### src/rtl/irqc_pkg.sv
package irqc_pkg;
  typedef enum logic [2:0] {
    CMD_NONE,
    CMD_RELOAD_VAL,
    CMD_ARM,
    CMD_MASK,
    CMD_UNMASK
  } cmd_t;
endpackage

### src/rtl/irqc_decode.sv
module irqc_decode
  import irqc_pkg::*;
#(
  parameter int ADDR_W = 16
) (
  input  logic              wr_en,
  input  logic [ADDR_W-1:0] wr_addr,
  output cmd_t              cmd
);
  // Only the top nibble and the two low bits take part in decoding.
  localparam logic [ADDR_W-1:0] SEL_MASK = {4'hF, {(ADDR_W-6){1'b0}}, 2'b11};
  localparam logic [ADDR_W-1:0] A_RVAL   = {4'hC, {(ADDR_W-6){1'b0}}, 2'b00};
  localparam logic [ADDR_W-1:0] A_ARM    = {4'hC, {(ADDR_W-6){1'b0}}, 2'b01};
  localparam logic [ADDR_W-1:0] A_MASK   = {4'hE, {(ADDR_W-6){1'b0}}, 2'b00};
  localparam logic [ADDR_W-1:0] A_UNMASK = {4'hE, {(ADDR_W-6){1'b0}}, 2'b01};

  logic [ADDR_W-1:0] sel;
  assign sel = wr_addr & SEL_MASK;

  always_comb begin
    cmd = CMD_NONE;
    if (wr_en) begin
      unique case (sel)
        A_RVAL:   cmd = CMD_RELOAD_VAL;
        A_ARM:    cmd = CMD_ARM;
        A_MASK:   cmd = CMD_MASK;
        A_UNMASK: cmd = CMD_UNMASK;
        default:  cmd = CMD_NONE;
      endcase
    end
  end
endmodule

### src/rtl/irqc_prescale.sv
module irqc_prescale #(
  parameter int PRE_W = 2
) (
  input  logic             clk,
  input  logic             rst_n,
  input  logic             run,
  input  logic             tick,
  output logic             step,
  output logic [PRE_W-1:0] pre_o
);
  localparam logic [PRE_W-1:0] WRAP = {PRE_W{1'b1}};

  logic [PRE_W-1:0] pre_q;

  // A step fires on the tick that wraps the prescaler.
  assign step  = run && tick && (pre_q == WRAP);
  assign pre_o = pre_q;

  always_ff @(posedge clk) begin
    if (!rst_n) begin
      pre_q <= '0;
    end else if (run && tick) begin
      pre_q <= pre_q + 1'b1;
    end
  end
endmodule

### src/rtl/irqc_core.sv
module irqc_core
  import irqc_pkg::*;
#(
  parameter int DATA_W = 8,
  localparam int CNT_W = DATA_W + 1
) (
  input  logic              clk,
  input  logic              rst_n,
  input  cmd_t              cmd,
  input  logic [DATA_W-1:0] wr_data,
  input  logic              cpu_step,
  input  logic              line_tick,
  input  logic              line_ok,
  output logic              irq,
  output logic [CNT_W-1:0]  cnt_o,
  output logic              mode_o,
  output logic              en_o
);
  localparam int TOP = CNT_W - 1;

  logic [DATA_W-1:0] rval_q, rval_d;
  logic [CNT_W-1:0]  cnt_q, cnt_d;
  logic              rel_q, rel_d;
  logic              en_q, en_d;
  logic              mode_q, mode_d;
  logic              irq_q, irq_d;
  logic              dec;
  logic [CNT_W-1:0]  reload_cnt;

  assign reload_cnt = {1'b0, rval_q};
  // mode_q = 1: CPU-cycle source, 0: scanline source
  assign dec = mode_q ? cpu_step : (line_tick && line_ok);

  always_comb begin
    rval_d = rval_q;
    cnt_d  = cnt_q;
    rel_d  = rel_q;
    en_d   = en_q;
    mode_d = mode_q;
    irq_d  = irq_q;

    // Count event first.
    if (!mode_q && line_tick) rel_d = 1'b0;
    if (dec && !cnt_q[TOP]) begin
      cnt_d = cnt_q - {{(CNT_W-1){1'b0}}, 1'b1};
      if (cnt_q == '0 && en_q) begin
        irq_d = 1'b1;
        if (!mode_q) rel_d = 1'b1;
      end
    end

    // Register write overrides the fields it touches.
    unique case (cmd)
      CMD_RELOAD_VAL: begin
        rval_d = wr_data;
        if (rel_q) cnt_d = {1'b0, wr_data};
      end
      CMD_ARM: begin
        rel_d  = 1'b1;
        cnt_d  = reload_cnt;
        mode_d = wr_data[0];
      end
      CMD_MASK: begin
        en_d  = 1'b0;
        irq_d = 1'b0;
        if (rel_q) cnt_d = reload_cnt;
      end
      CMD_UNMASK: begin
        en_d = 1'b1;
        if (rel_q) cnt_d = reload_cnt;
      end
      default: ;
    endcase
  end

  always_ff @(posedge clk) begin
    if (!rst_n) begin
      rval_q <= '0;
      cnt_q  <= '0;
      rel_q  <= 1'b0;
      en_q   <= 1'b0;
      mode_q <= 1'b0;
      irq_q  <= 1'b0;
    end else begin
      rval_q <= rval_d;
      cnt_q  <= cnt_d;
      rel_q  <= rel_d;
      en_q   <= en_d;
      mode_q <= mode_d;
      irq_q  <= irq_d;
    end
  end

  assign irq    = irq_q;
  assign cnt_o  = cnt_q;
  assign mode_o = mode_q;
  assign en_o   = en_q;
endmodule

### src/rtl/irq_downcount.sv
module irq_downcount
  import irqc_pkg::*;
#(
  parameter int ADDR_W = 16,
  parameter int DATA_W = 8,
  parameter int PRE_W  = 2,
  localparam int CNT_W = DATA_W + 1
) (
  input  logic              clk,
  input  logic              rst_n,
  input  logic              wr_en,
  input  logic [ADDR_W-1:0] wr_addr,
  input  logic [DATA_W-1:0] wr_data,
  input  logic              cpu_tick,
  input  logic              line_tick,
  input  logic              line_visible,
  input  logic              render_on,
  output logic              irq
);
  cmd_t             cmd;
  logic             cpu_step;
  logic [PRE_W-1:0] pre_q;
  logic [CNT_W-1:0] cnt_q;
  logic             mode_q;
  logic             en_q;

  irqc_decode #(.ADDR_W(ADDR_W)) u_dec (
    .wr_en   (wr_en),
    .wr_addr (wr_addr),
    .cmd     (cmd)
  );

  irqc_prescale #(.PRE_W(PRE_W)) u_pre (
    .clk   (clk),
    .rst_n (rst_n),
    .run   (mode_q),
    .tick  (cpu_tick),
    .step  (cpu_step),
    .pre_o (pre_q)
  );

  irqc_core #(.DATA_W(DATA_W)) u_core (
    .clk       (clk),
    .rst_n     (rst_n),
    .cmd       (cmd),
    .wr_data   (wr_data),
    .cpu_step  (cpu_step),
    .line_tick (line_tick),
    .line_ok   (line_visible && render_on),
    .irq       (irq),
    .cnt_o     (cnt_q),
    .mode_o    (mode_q),
    .en_o      (en_q)
  );
endmodule

### config.mk
export PLATFORM = sky130hd
export DESIGN_NAME = irq_downcount
export DESIGN_NICKNAME = d
export VERILOG_FILES = /design/src/rtl/irqc_pkg.sv /design/src/rtl/irqc_decode.sv /design/src/rtl/irqc_prescale.sv /design/src/rtl/irqc_core.sv /design/src/rtl/irq_downcount.sv
export SDC_FILE = /design/constraint.sdc
export NUM_CORES = 1
export LEC_CHECK = 0
export ABC_AREA = 1
export BUFFER_PORTS_ARGS = -buffer_cell sky130_fd_sc_hd__buf_2
export CAP_MARGIN = 15
export CORE_UTILIZATION = 30
export DETAILED_ROUTE_END_ITERATION = 7
export PLACE_DENSITY = 0.6
export SLEW_MARGIN = 20
export SYNTH_ARGS = -nofsm -noshare
export SYNTH_HDL_FRONTEND = slang
export SYNTH_SLANG_ARGS = --single-unit
### constraint.sdc
create_clock -name clk -period 1.6 [get_ports clk]
set_input_delay 0.08 -clock clk [delete_from_list [all_inputs] [get_ports clk]]
set_output_delay 0.08 -clock clk [all_outputs]
set_load 0.05 [all_outputs]
==> flow_summary_export.csv <==
group,metric,value,unit
yosys,netlist.area_leader.share,32.22,%
setup_path,endpoint_kind,"flip-flop",
placed_design,io_buffers,21,
clocking,htree_levels,1,
sta,final-max-slew-violation-count,0,
yosys,yosysTopAreaCell,"dfxtp_1",
min_path,hold_depth,3,
sta,finalSetupViolations,0,
grt,grt_max_degree,21,
drt,dr_total_vias,1378,
drt,wl_per_cell,10.71,um
setup_path,crit_path_top_delay_cell,"dfxtp_1",
yosys,avgSynthCellArea,6.772,um2
setup_path,crit_required,1.77,ns
setup_path,crit_path_frequent_cell,"nand2_1",
grt,grt_overflow,0,
yosys,syn_inst,211,
power_and_ir_drop,leakage,0.7783,nW
setup_path,rr_worst_depth,8,
yosys,synthFlopType,"dfxtp_1",
power_and_ir_drop,p_int,0.8391,mW
setup_path,path_depth,8,
yosys,synth_cell_type_count,27,
sta,worst_pin_slew,0.3988,ns
sta,tns,0,ns
setup_path,cp_max_fo,9,
yosys,syn_nets,245,
drt,drt_pass1_iterations,5,
placed_design,place_area,1592,um2
placed_design,pre_cts_slack,0.1817,ns
setup_path,crit_arrival,1.56,ns
power_and_ir_drop,sw_frac_of_total,26.63,%
sta,period_share,87.27,%
min_path,min-delay-path-class,"in2reg",
yosys,yosys-top-cells-area,"dfxtp_1 32%, nand2_1 17%, nand3_1 6.3%, inv_1 5.8%, o211ai_2 5.3%",
clocking,cts_tree,"yes",
placed_design,dpl.cell_count,282,
clocking,clkTransAtPathRegs,0.08,ns
cells_and_area,diodes,0,
setup_path,timing.critical_path.buf_inv,1,
sta,hold_slack,0.09048,ns
sta,hold_viol_final,0,
floorplan,dieHeight,71.02,um
power_and_ir_drop,p_switching,0.3046,mW
floorplan,die_width,71.02,um
yosys,ys_ff_latch,23,
yosys,yosys-top-cells-count,"63 x nand2_1, 23 x dfxtp_1, 22 x inv_1, 18 x nand3_1",
cells_and_area,drive_gt1_share,21.79,%
drt,drtAntennaViolNets,0,
setup_path,max_stage_delay,0.33,ns
placed_design,hpwlAfterDp,2331,um
cells_and_area,fin_area,1639,um2
sta,worst_slack,0.2037,ns
cells_and_area,final_util,36.63,%
power_and_ir_drop,peakVddDrop,0.0004420,V
placed_design,gp_congestion,0.7725,
floorplan,coreArea,4474,um2
cells_and_area,fin_cells,286,
sta,fmax,716.2,MHz
drt,wirelength,3064,um
clocking,cts_inserted_buffers,3,
grt,antenna_found_initial,0,
job,maxCapViolCount,0,
setup_path,crit_family,"simple AND/OR/NAND/NOR gates",
setup_path,critPathKind,"reg2reg",
clocking,clockRootBuffer,"clkbuf_8",
grt,grt_pass1_vias,1257,
drt,drc,0,
floorplan,row_count,24,
clocking,insertion_delay,0.26,ns
yosys,yosysMostFrequentCell,"nand2_1",
yosys,synth_edf_count,0,
yosys,yosys_warnings,0,
power_and_ir_drop,pwr-share-seq,52.4,%
drt,viasPerCell,4.818,
cells_and_area,area_growth,14.71,%
power_and_ir_drop,power,1.144,mW
sta,slew_headroom,73.21,%
power_and_ir_drop,pwr-share-comb,16.1,%
yosys,syn-cell-area,1429,um2
sta,rsz0062_at_grt,"no",
setup_path,path_cells,"ha_1 > nand2_1 > nand2_1 > nand2_2 > inv_4 > or2_0 > nand3_1 > nand2_1",
power_and_ir_drop,power.density,697.8,nW/um2
drt,drt-initial-drc-count,35,
sta,period_needed,1.396,ns
floorplan,io_pins,32,
power_and_ir_drop,power_frac_clock,31.4,%
floorplan,die-area,5043,um2
grt,grt_pass1_wl,5388,um
yosys,yosysSeqAreaShare,32.22,%
cells_and_area,final_nets,269,
setup_path,crit_path_start_kind,"flip-flop",
status,status,"completed",
sta,finalClockSkew,0.005480,ns
yosys,ys_async_sr_fraction,0,%
floorplan,start_util,31.94,%
clocking,clk_path_buf_depth,2,
clocking,cts.sinks,23,
grt,grt_usage,13.24,%
==> layout make-up <==
cell class	instances	area [um2]
inverter	27	103.9
fill	469	2835
clock buffer	4	45.04
sequential	23	460.4
timing repair buffer	24	127.6
multi-input combinational	156	837.1
tap	52	65.06
==> sequential cells by signal, indices dropped and copies added, names as in the netlist <==
signal,count
u_core.cnt_o,9
u_core.rval_q,8
u_pre.pre_o,2
u_core.en_o,1
u_core.irq,1
u_core.mode_o,1
u_core.rel_q,1
==> final timing paths <==
| kind | endpoint | slack (ns) | startpoint |
|---|---|---|---|
| worst max-delay path | u_core.cnt_o[6] | 0.20 | u_pre.pre_o[0] |
| worst min-delay path | u_core.rval_q[7] | 0.09 | wr_data[7] |
| worst max register to register | u_core.cnt_o[6] | 0.20 | u_pre.pre_o[0] |
| worst min register to register | u_core.rval_q[0] | 0.46 | u_core.rval_q[0] |
==> timing repair <==
action | in CTS | in global routing
hold buffers | 0 | 0
buffers inserted | 0 | 0
setup endpoints to repair | 0 | 1
gates resized for setup | 0 | 1
==> layer usage <==
layer  wire length [um]  up-vias  global-route usage, %
met5                  0        -                      0
met4                 22        0                  3.778
met3                124        5                  3.276
met2               1385       31                  21.05
met1               1532      607                  17.85
li1                   -      735                      -
==> worst reg2reg max path, cell delays in order (launching register included) <==
cell and delay, ns:
dfxtp_1 0.33, ha_1 0.19, nand2_1 0.07, nand2_1 0.10
nand2_2 0.19, inv_4 0.09, or2_0 0.20, nand3_1 0.08
nand2_1 0.05
==> power by group through the flow <==
stage                     Combinational, mW  Sequential, mW  Clock (mW)
after global placement                0.182           0.612           0
final                                 0.185           0.600       0.359
after CTS                             0.184           0.599       0.373
after global routing                  0.210           0.602       0.394
after floorplan                       0.126           0.610           0
after detailed placement              0.183           0.613           0
==> cell usage in the layout, fill, tap and decap left out <==
| cell type | n |
|---|---|
| buf_2 | 21 |
| a21oi_1 | 12 |
| nand2_2 | 3 |
| ha_1 | 3 |
| clkbuf_1 | 1 |
| nor2_4 | 1 |
| inv_2 | 3 |
| nand4_1 | 8 |
| nor2_1 | 12 |
| or2_0 | 1 |
| a31oi_1 | 1 |
| o21ai_1 | 8 |
| o211ai_2 | 6 |
| nand3_2 | 4 |
| xor2_1 | 4 |
| buf_4 | 3 |
| nor3_1 | 2 |
| dfxtp_1 | 23 |
| a21boi_2 | 1 |
| clkbuf_8 | 3 |
| inv_1 | 22 |
| a21oi_4 | 1 |
| a31o_2 | 1 |
| nand2_1 | 63 |
| inv_4 | 1 |
| nor2_2 | 3 |
| clkinv_1 | 1 |
| o21ai_0 | 4 |
| nand3_1 | 18 |
==> logic make-up after synthesis <==
kind of cell | count (synthesis) | synth area share (%)
flops | 23 | 32.22
simple gates | 115 | 36.87
buf+inv | 32 | 9.194
fa+ha+maj | 3 | 2.627
xor+xnor | 4 | 2.452
compound gates | 34 | 16.64
No activity file was read; power rests on OpenSTA's default activity.
